`src/rtl/tlb_pkg.sv`:
```
package tlb_pkg;

    typedef enum logic [1:0] {
        RK_MISS  = 2'd0,
        RK_HIT   = 2'd1,
        RK_FAULT = 2'd2
    } rsp_kind_e;

    typedef struct packed {
        logic user;
        logic writable;
        logic dirty;
    } perm_t;

endpackage

```
`src/rtl/tlb_way_match.sv`:
```
module tlb_way_match #(
    parameter int WAYS  = 4,
    parameter int TAG_W = 17,
    localparam int WAY_W = $clog2(WAYS)
) (
    input  logic [WAYS-1:0][TAG_W-1:0] way_tag,
    input  logic [WAYS-1:0]            way_valid,
    input  logic [TAG_W-1:0]           probe_tag,
    output logic [WAYS-1:0]            hit_vec,
    output logic                       any_hit,
    output logic [WAY_W-1:0]           hit_way
);

    always_comb begin
        hit_way = '0;
        for (int w = 0; w < WAYS; w++) begin
            hit_vec[w] = way_valid[w] && (way_tag[w] == probe_tag);
            if (hit_vec[w]) hit_way = WAY_W'(w);
        end
        any_hit = |hit_vec;
    end

endmodule

```
`src/rtl/tlb_plru.sv`:
```
module tlb_plru #(
    parameter int WAYS = 4,
    parameter int SETS = 8,
    localparam int WAY_W = $clog2(WAYS),
    localparam int SET_W = $clog2(SETS)
) (
    input  logic             clk,
    input  logic             rst_n,
    input  logic             clear,
    input  logic             a_en,
    input  logic [SET_W-1:0] a_set,
    input  logic [WAY_W-1:0] a_way,
    input  logic             b_en,
    input  logic [SET_W-1:0] b_set,
    input  logic [WAY_W-1:0] b_way,
    input  logic [SET_W-1:0] q_set,
    output logic [WAY_W-1:0] victim
);

    typedef logic [WAYS-2:0] tree_t;

    typedef struct packed {
        logic [SETS-1:0][WAYS-2:0] tree;
    } plru_state_t;

    plru_state_t st_d, st_q;

    // Walk from the root: each node bit names the half holding the victim.
    function automatic logic [WAY_W-1:0] pick(input tree_t t);
        logic [WAY_W-1:0] v;
        int node;
        v    = '0;
        node = 1;
        for (int l = 0; l < WAY_W; l++) begin
            v    = {v[WAY_W-2:0], t[node-1]};
            node = 2 * node + (t[node-1] ? 1 : 0);
        end
        return v;
    endfunction

    // Point every node on the path away from the way just used.
    function automatic tree_t touch(input tree_t t, input logic [WAY_W-1:0] way);
        tree_t r;
        int node;
        logic dir;
        r    = t;
        node = 1;
        for (int l = 0; l < WAY_W; l++) begin
            dir       = way[WAY_W-1-l];
            r[node-1] = ~dir;
            node      = 2 * node + (dir ? 1 : 0);
        end
        return r;
    endfunction

    always_comb begin
        st_d = st_q;
        if (clear) begin
            st_d.tree = '0;
        end else begin
            if (a_en) st_d.tree[a_set] = touch(st_d.tree[a_set], a_way);
            if (b_en) st_d.tree[b_set] = touch(st_d.tree[b_set], b_way);
        end
    end

    always_ff @(posedge clk) begin
        if (!rst_n) st_q <= '0;
        else        st_q <= st_d;
    end

    assign victim = pick(st_q.tree[q_set]);

endmodule

```
`src/rtl/tlb_top.sv`:
```
module tlb_top #(
    parameter int WAYS  = 4,
    parameter int SETS  = 8,
    parameter int VPN_W = 20,
    parameter int PPN_W = 20
) (
    input  logic             clk,
    input  logic             rst_n,
    input  logic             req_valid,
    input  logic [VPN_W-1:0] req_vpn,
    input  logic             req_write,
    input  logic             req_user,
    output logic             rsp_valid,
    output logic             rsp_hit,
    output logic             rsp_miss,
    output logic             rsp_fault,
    output logic [PPN_W-1:0] rsp_ppn,
    input  logic             fill_valid,
    input  logic [VPN_W-1:0] fill_vpn,
    input  logic [PPN_W-1:0] fill_ppn,
    input  logic             fill_user,
    input  logic             fill_writable,
    input  logic             fill_dirty,
    input  logic             flush_all,
    input  logic             inval_valid,
    input  logic [VPN_W-1:0] inval_vpn
);
    import tlb_pkg::*;

    localparam int WAY_W = $clog2(WAYS);
    localparam int SET_W = $clog2(SETS);
    localparam int TAG_W = VPN_W - SET_W;

    typedef struct packed {
        logic [SETS-1:0][WAYS-1:0]             valid;
        logic [SETS-1:0][WAYS-1:0][TAG_W-1:0]  tag;
        logic [SETS-1:0][WAYS-1:0][PPN_W-1:0]  ppn;
        perm_t [SETS-1:0][WAYS-1:0]            perm;
        logic                                  rsp_valid;
        rsp_kind_e                             rsp_kind;
        logic [PPN_W-1:0]                      rsp_ppn;
    } tlb_state_t;

    tlb_state_t st_d, st_q;

    logic [SET_W-1:0] lk_set, fl_set, iv_set;
    logic [TAG_W-1:0] lk_tag, fl_tag, iv_tag;
    logic [WAYS-1:0]  lk_hit_vec, fl_hit_vec, iv_hit_vec;
    logic             lk_any, fl_any, iv_any;
    logic [WAY_W-1:0] lk_way, fl_way, iv_way, plru_victim;
    logic [WAY_W-1:0] free_way, fl_target;
    logic             has_free, fill_go, touch_lk;
    rsp_kind_e        lk_kind;
    perm_t            lk_perm;

    assign lk_set = req_vpn[SET_W-1:0];
    assign lk_tag = req_vpn[VPN_W-1:SET_W];
    assign fl_set = fill_vpn[SET_W-1:0];
    assign fl_tag = fill_vpn[VPN_W-1:SET_W];
    assign iv_set = inval_vpn[SET_W-1:0];
    assign iv_tag = inval_vpn[VPN_W-1:SET_W];

    tlb_way_match #(.WAYS(WAYS), .TAG_W(TAG_W)) u_match_lk (
        .way_tag(st_q.tag[lk_set]), .way_valid(st_q.valid[lk_set]), .probe_tag(lk_tag),
        .hit_vec(lk_hit_vec), .any_hit(lk_any), .hit_way(lk_way));

    tlb_way_match #(.WAYS(WAYS), .TAG_W(TAG_W)) u_match_fl (
        .way_tag(st_q.tag[fl_set]), .way_valid(st_q.valid[fl_set]), .probe_tag(fl_tag),
        .hit_vec(fl_hit_vec), .any_hit(fl_any), .hit_way(fl_way));

    tlb_way_match #(.WAYS(WAYS), .TAG_W(TAG_W)) u_match_iv (
        .way_tag(st_q.tag[iv_set]), .way_valid(st_q.valid[iv_set]), .probe_tag(iv_tag),
        .hit_vec(iv_hit_vec), .any_hit(iv_any), .hit_way(iv_way));

    tlb_plru #(.WAYS(WAYS), .SETS(SETS)) u_plru (
        .clk(clk), .rst_n(rst_n), .clear(flush_all),
        .a_en(touch_lk), .a_set(lk_set), .a_way(lk_way),
        .b_en(fill_go), .b_set(fl_set), .b_way(fl_target),
        .q_set(fl_set), .victim(plru_victim));

    // Lookup classification: fault outranks the dirty-bit miss.
    always_comb begin
        lk_perm = st_q.perm[lk_set][lk_way];
        if (!lk_any)
            lk_kind = RK_MISS;
        else if ((req_user && !lk_perm.user) || (req_write && !lk_perm.writable))
            lk_kind = RK_FAULT;
        else if (req_write && !lk_perm.dirty)
            lk_kind = RK_MISS;
        else
            lk_kind = RK_HIT;
        touch_lk = req_valid && (lk_kind == RK_HIT);
    end

    // Fill placement: existing entry, else lowest free way, else tree victim.
    always_comb begin
        has_free = 1'b0;
        free_way = '0;
        for (int w = WAYS - 1; w >= 0; w--) begin
            if (!st_q.valid[fl_set][w]) begin
                has_free = 1'b1;
                free_way = WAY_W'(w);
            end
        end
        fl_target = fl_any ? fl_way : (has_free ? free_way : plru_victim);
        fill_go   = fill_valid && !flush_all && !inval_valid;
    end

    always_comb begin
        st_d           = st_q;
        st_d.rsp_valid = req_valid;
        st_d.rsp_kind  = req_valid ? lk_kind : RK_MISS;
        st_d.rsp_ppn   = (req_valid && lk_kind == RK_HIT) ? st_q.ppn[lk_set][lk_way] : '0;

        if (fill_go) begin
            st_d.valid[fl_set][fl_target] = 1'b1;
            st_d.tag[fl_set][fl_target]   = fl_tag;
            st_d.ppn[fl_set][fl_target]   = fill_ppn;
            st_d.perm[fl_set][fl_target]  = '{user: fill_user, writable: fill_writable,
                                               dirty: fill_dirty};
        end
        if (inval_valid && iv_any)
            st_d.valid[iv_set][iv_way] = 1'b0;
        if (flush_all)
            st_d.valid = '0;
    end

    always_ff @(posedge clk) begin
        if (!rst_n) st_q <= '0;
        else        st_q <= st_d;
    end

    assign rsp_valid = st_q.rsp_valid;
    assign rsp_hit   = st_q.rsp_valid && (st_q.rsp_kind == RK_HIT);
    assign rsp_miss  = st_q.rsp_valid && (st_q.rsp_kind == RK_MISS);
    assign rsp_fault = st_q.rsp_valid && (st_q.rsp_kind == RK_FAULT);
    assign rsp_ppn   = st_q.rsp_ppn;

    a_r1_rsp_follows_req: assert property (@(posedge clk) disable iff (!rst_n)
        req_valid |=> rsp_valid);
    a_r1_no_spurious_rsp: assert property (@(posedge clk) disable iff (!rst_n)
        !req_valid |=> !rsp_valid);
    a_r1_one_outcome: assert property (@(posedge clk) disable iff (!rst_n)
        rsp_valid |-> $countones({rsp_hit, rsp_miss, rsp_fault}) == 1);
    a_r6_fault_no_ppn: assert property (@(posedge clk) disable iff (!rst_n)
        rsp_fault |-> rsp_ppn == '0);
    a_r4_flush_empties: assert property (@(posedge clk) disable iff (!rst_n)
        flush_all |=> st_q.valid == '0);
    a_r11_no_duplicate: assert property (@(posedge clk) disable iff (!rst_n)
        req_valid |-> $onehot0(lk_hit_vec));

endmodule

```
`config.mk`:
```
export PLATFORM = sky130hd
export DESIGN_NAME = tlb_top
export DESIGN_NICKNAME = d
export VERILOG_FILES = /design/src/rtl/tlb_pkg.sv /design/src/rtl/tlb_way_match.sv /design/src/rtl/tlb_plru.sv /design/src/rtl/tlb_top.sv
export SDC_FILE = /design/constraint.sdc
export NUM_CORES = 2
export LEC_CHECK = 0
export ABC_AREA = 1
export BUFFER_PORTS_ARGS = -buffer_cell sky130_fd_sc_hd__buf_2
export CORE_MARGIN = 2
export CORE_UTILIZATION = 35
export DETAILED_ROUTE_END_ITERATION = 8
export PLACE_DENSITY = 0.57
export SYNTH_ARGS = -nofsm -noshare
export SYNTH_HDL_FRONTEND = slang
export SYNTH_SLANG_ARGS = --single-unit
export TNS_END_PERCENT = 20
```
`constraint.sdc`:
```
create_clock -name clk -period 8.5 [get_ports clk]
set_input_delay 0.425 -clock clk [delete_from_list [all_inputs] [get_ports clk]]
set_output_delay 0.425 -clock clk [all_outputs]
set_load 0.03 [all_outputs]
```
==> flow_metrics.env <==
export IMPL_via_per_inst=5.84
export IMPL_post_cts_setup_buffers=0
export IMPL_holdCritPathClass="in -> reg"
export IMPL_min_period_ps=6160
export IMPL_hp_start="rst_n"
export IMPL_coreArea_sq_um=202000
export IMPL_relSlewSlack=0.0872
export IMPL_synth_seq_cells=1359
export IMPL_synth_yosys_warnings=0
export IMPL_ff_latch_area_sq_um=27200
export IMPL_dpl_cell_count=13100
export IMPL_whs_path_depth=3
export IMPL_setup_viol=0
export IMPL_port_buffers=114
export IMPL_insertion_delay_ps=850
export IMPL_ctsLongestPathBuffers=3
export IMPL_tightestPinTransition_ps=1370
export IMPL_synth_most_common_cell="nand2_1"
export IMPL_worstPathArrival_ps=6900
export IMPL_ant_nets=0
export IMPL_powerDensity_nw_per_um2=187
export IMPL_crit_fanout=44
export IMPL_die_area_sq_um=207000
export IMPL_antenna_found_initial=33
export IMPL_synthesis_nets=11100
export IMPL_cts_made_buffers=153
export IMPL_synth_cells=11000
export IMPL_vias=78000
export IMPL_path_cells="buf_2 > inv_2 > nand3_4 > inv_2 > a22oi_1 > o2111ai_1 > xor2_1 > nor4b_1 > nand3_1 > nand2_1 > nand2_4 > nor2_4 > nand2_2 > inv_2 > buf_4 > nor2_1 > nor2_1"
export IMPL_cts_resized=0
export IMPL_met1_usage=0.439
export IMPL_synth_top_cells_by_count="nand2_1 (2672), nor2_1 (1442), dfxtp_1 (1359)"
export IMPL_peakVddDrop_uv=204
export IMPL_synth_edf_count=0
export IMPL_finClkSkew_ps=42.3
export IMPL_ioPinCount=115
export IMPL_grt_busiest_layer="met2"
export IMPL_fin_crit_sh=0.725
export IMPL_postLayoutCoreUtil=0.387
export IMPL_drive_above_1_share=0.0635
export IMPL_hold_violations=0
export IMPL_first_pass_iters=9
export IMPL_die_width_microns=455
export IMPL_fin_setup_tns_ps=0
export IMPL_crit_path_frequent_cell="inv_2"
export IMPL_leakagePower_uw=0.0314
export IMPL_required_ps=9240
export IMPL_synth_area_leaders="dfxtp_1 (38%), nand2_1 (14%), o21ai_0 (8.8%)"
export IMPL_grt_pass1_vias=70800
export IMPL_crit_type="in -> reg"
export IMPL_grt_ovfl_total=0
export IMPL_yosys_area_top_type_share=0.383
export IMPL_grt_max_degree=232
export IMPL_row_count=165
export IMPL_path_clk_slew_ps=60
export IMPL_cp_slowest_cell="inv_2"
export IMPL_finalNonFillerCells=13400
export IMPL_grtUsageMet3=0.0772
export IMPL_setup_worst_path_end_class="flip-flop"
export IMPL_met2_usage=0.506
export IMPL_avgSynthCellArea_sq_um=6.48
export IMPL_nFillCells=21500
export IMPL_report_final_slew_viol_count=0
export IMPL_async_flop_share=0
export IMPL_rsz0062_at_grt="false"
export IMPL_htreeDepth=4
export IMPL_ys_flop_type="dfxtp_1"
export IMPL_clock_fmax_mhz=162
export IMPL_r2r_cells=18
export IMPL_start_kind="input port"
export IMPL_synth_distinct_cells=54
export IMPL_clockRootBuffer="clkbuf_16"
export IMPL_die_h_microns=455
export IMPL_post_route_drc_count=13
export IMPL_syn_to_final_growth_pct=9.89
export IMPL_violations="design-rule violations"
export IMPL_grt_usage=0.340
export IMPL_netlist_area_sq_um=71100
export IMPL_hpwl_microns=225000
export IMPL_slowest_delay_ps=1300
export IMPL_wl_per_cell_microns=27.4
export IMPL_first_iter_violations=11700
export IMPL_cts_sinks=1359
export IMPL_place_congestion=1.00
export IMPL_r2r_setup_slack_ps=3690
export IMPL_multiInputGateArea_sq_um=35400
export IMPL_status="finished with violations"
export IMPL_fin_nets=10700
export IMPL_ctsHoldBuffers=1
export IMPL_cts_tree="done"
export IMPL_yosysTopAreaCell="dfxtp_1"
export IMPL_initial_core_util=0.352
export IMPL_drv_cap=0
export IMPL_wirelength_microns=366000
export IMPL_grt_pass1_wl_microns=515000
export IMPL_yosysSeqAreaShare=0.383
==> worst max path at each step <==
stage | start | to | slack (ps) | cells after the start
6_report | fill_vpn[2] | flip-flop | 2340 | 17
5_1_grt | fill_vpn[2] | flip-flop | 2530 | 17
4_1_cts | fill_vpn[2] | flip-flop | 2950 | 17
3_5_place_dp | fill_vpn[2] | flip-flop | 2110 | 20
3_3_place_gp | fill_vpn[2] | flip-flop | 2180 | 22
2_1_floorplan | req_vpn[0] | u_plru.st_q[23]$_SDFF_PP0_ | 5310 | 25
==> through the flow <==
stage               area [sq um]  total power, uW  setup slack, ps  hold WS, ps
floorplan                  71100             7150             5310          421
global placement           73000             7700             2180          432
detailed placement         73000             7700             2110          438
CTS                        78100            14600             2950         40.7
global route               78100            14900             2530         80.0
finish                     78200            14600             2340         78.5
==> kinds of logic (layout without fill, tap and decap cells) <==
group,count (synthesis),after routing,synth area share
simple gates,4596,4596,0.257
compound gates,2810,2810,0.232
buf+inv,2161,1876,0.123
flops,1359,1359,0.383
xor+xnor,44,44,0.00542
other cells,0,10,0
==> layout make-up <==
class / instances / share of cell area
inverters: 1309 / 0.0630
multi-input cells: 7450 / 0.453
clock inverters: 45 / 0.00900
well taps: 2672 / 0.0428
diodes: 10 / 0.000320
clock buffers: 224 / 0.0568
repair buffers: 298 / 0.0269
flip-flops and latches: 1359 / 0.348
==> critical path: cells and delay by family <==
kind / cells / cell delay, ps
AND/OR/NAND/NOR: 9 / 3380
buffers and inverters: 5 / 2310
AO/OA/AOI/OAI: 2 / 460
XOR/XNOR: 1 / 230
==> layout by cell type (no fill, tap or decap), drive strengths merged, types with 52 or more instances in the layout <==
cell type  instances
nand4            125
dfxtp           1359
a221oi           297
clkbuf           224
a21oi            621
a22oi            105
inv             1305
nor2            1463
nand3            250
buf              297
o22ai            319
o21ai           1273
o221ai            61
nand2           2683
o2111ai           52
==> routing by layer <==
metal,vias up,share of wire
li1,35000,-
met1,36800,0.39
met2,5074,0.42
met3,1191,0.11
met4,16,0.076
met5,-,0.00033
==> where the power goes <==
part	internal [uW]	switching, uW
logic	215	1010
clock network	3950	3020
registers	6390	11.2
total	10600	4040
Note: power is estimated with default switching activity, not from simulation.
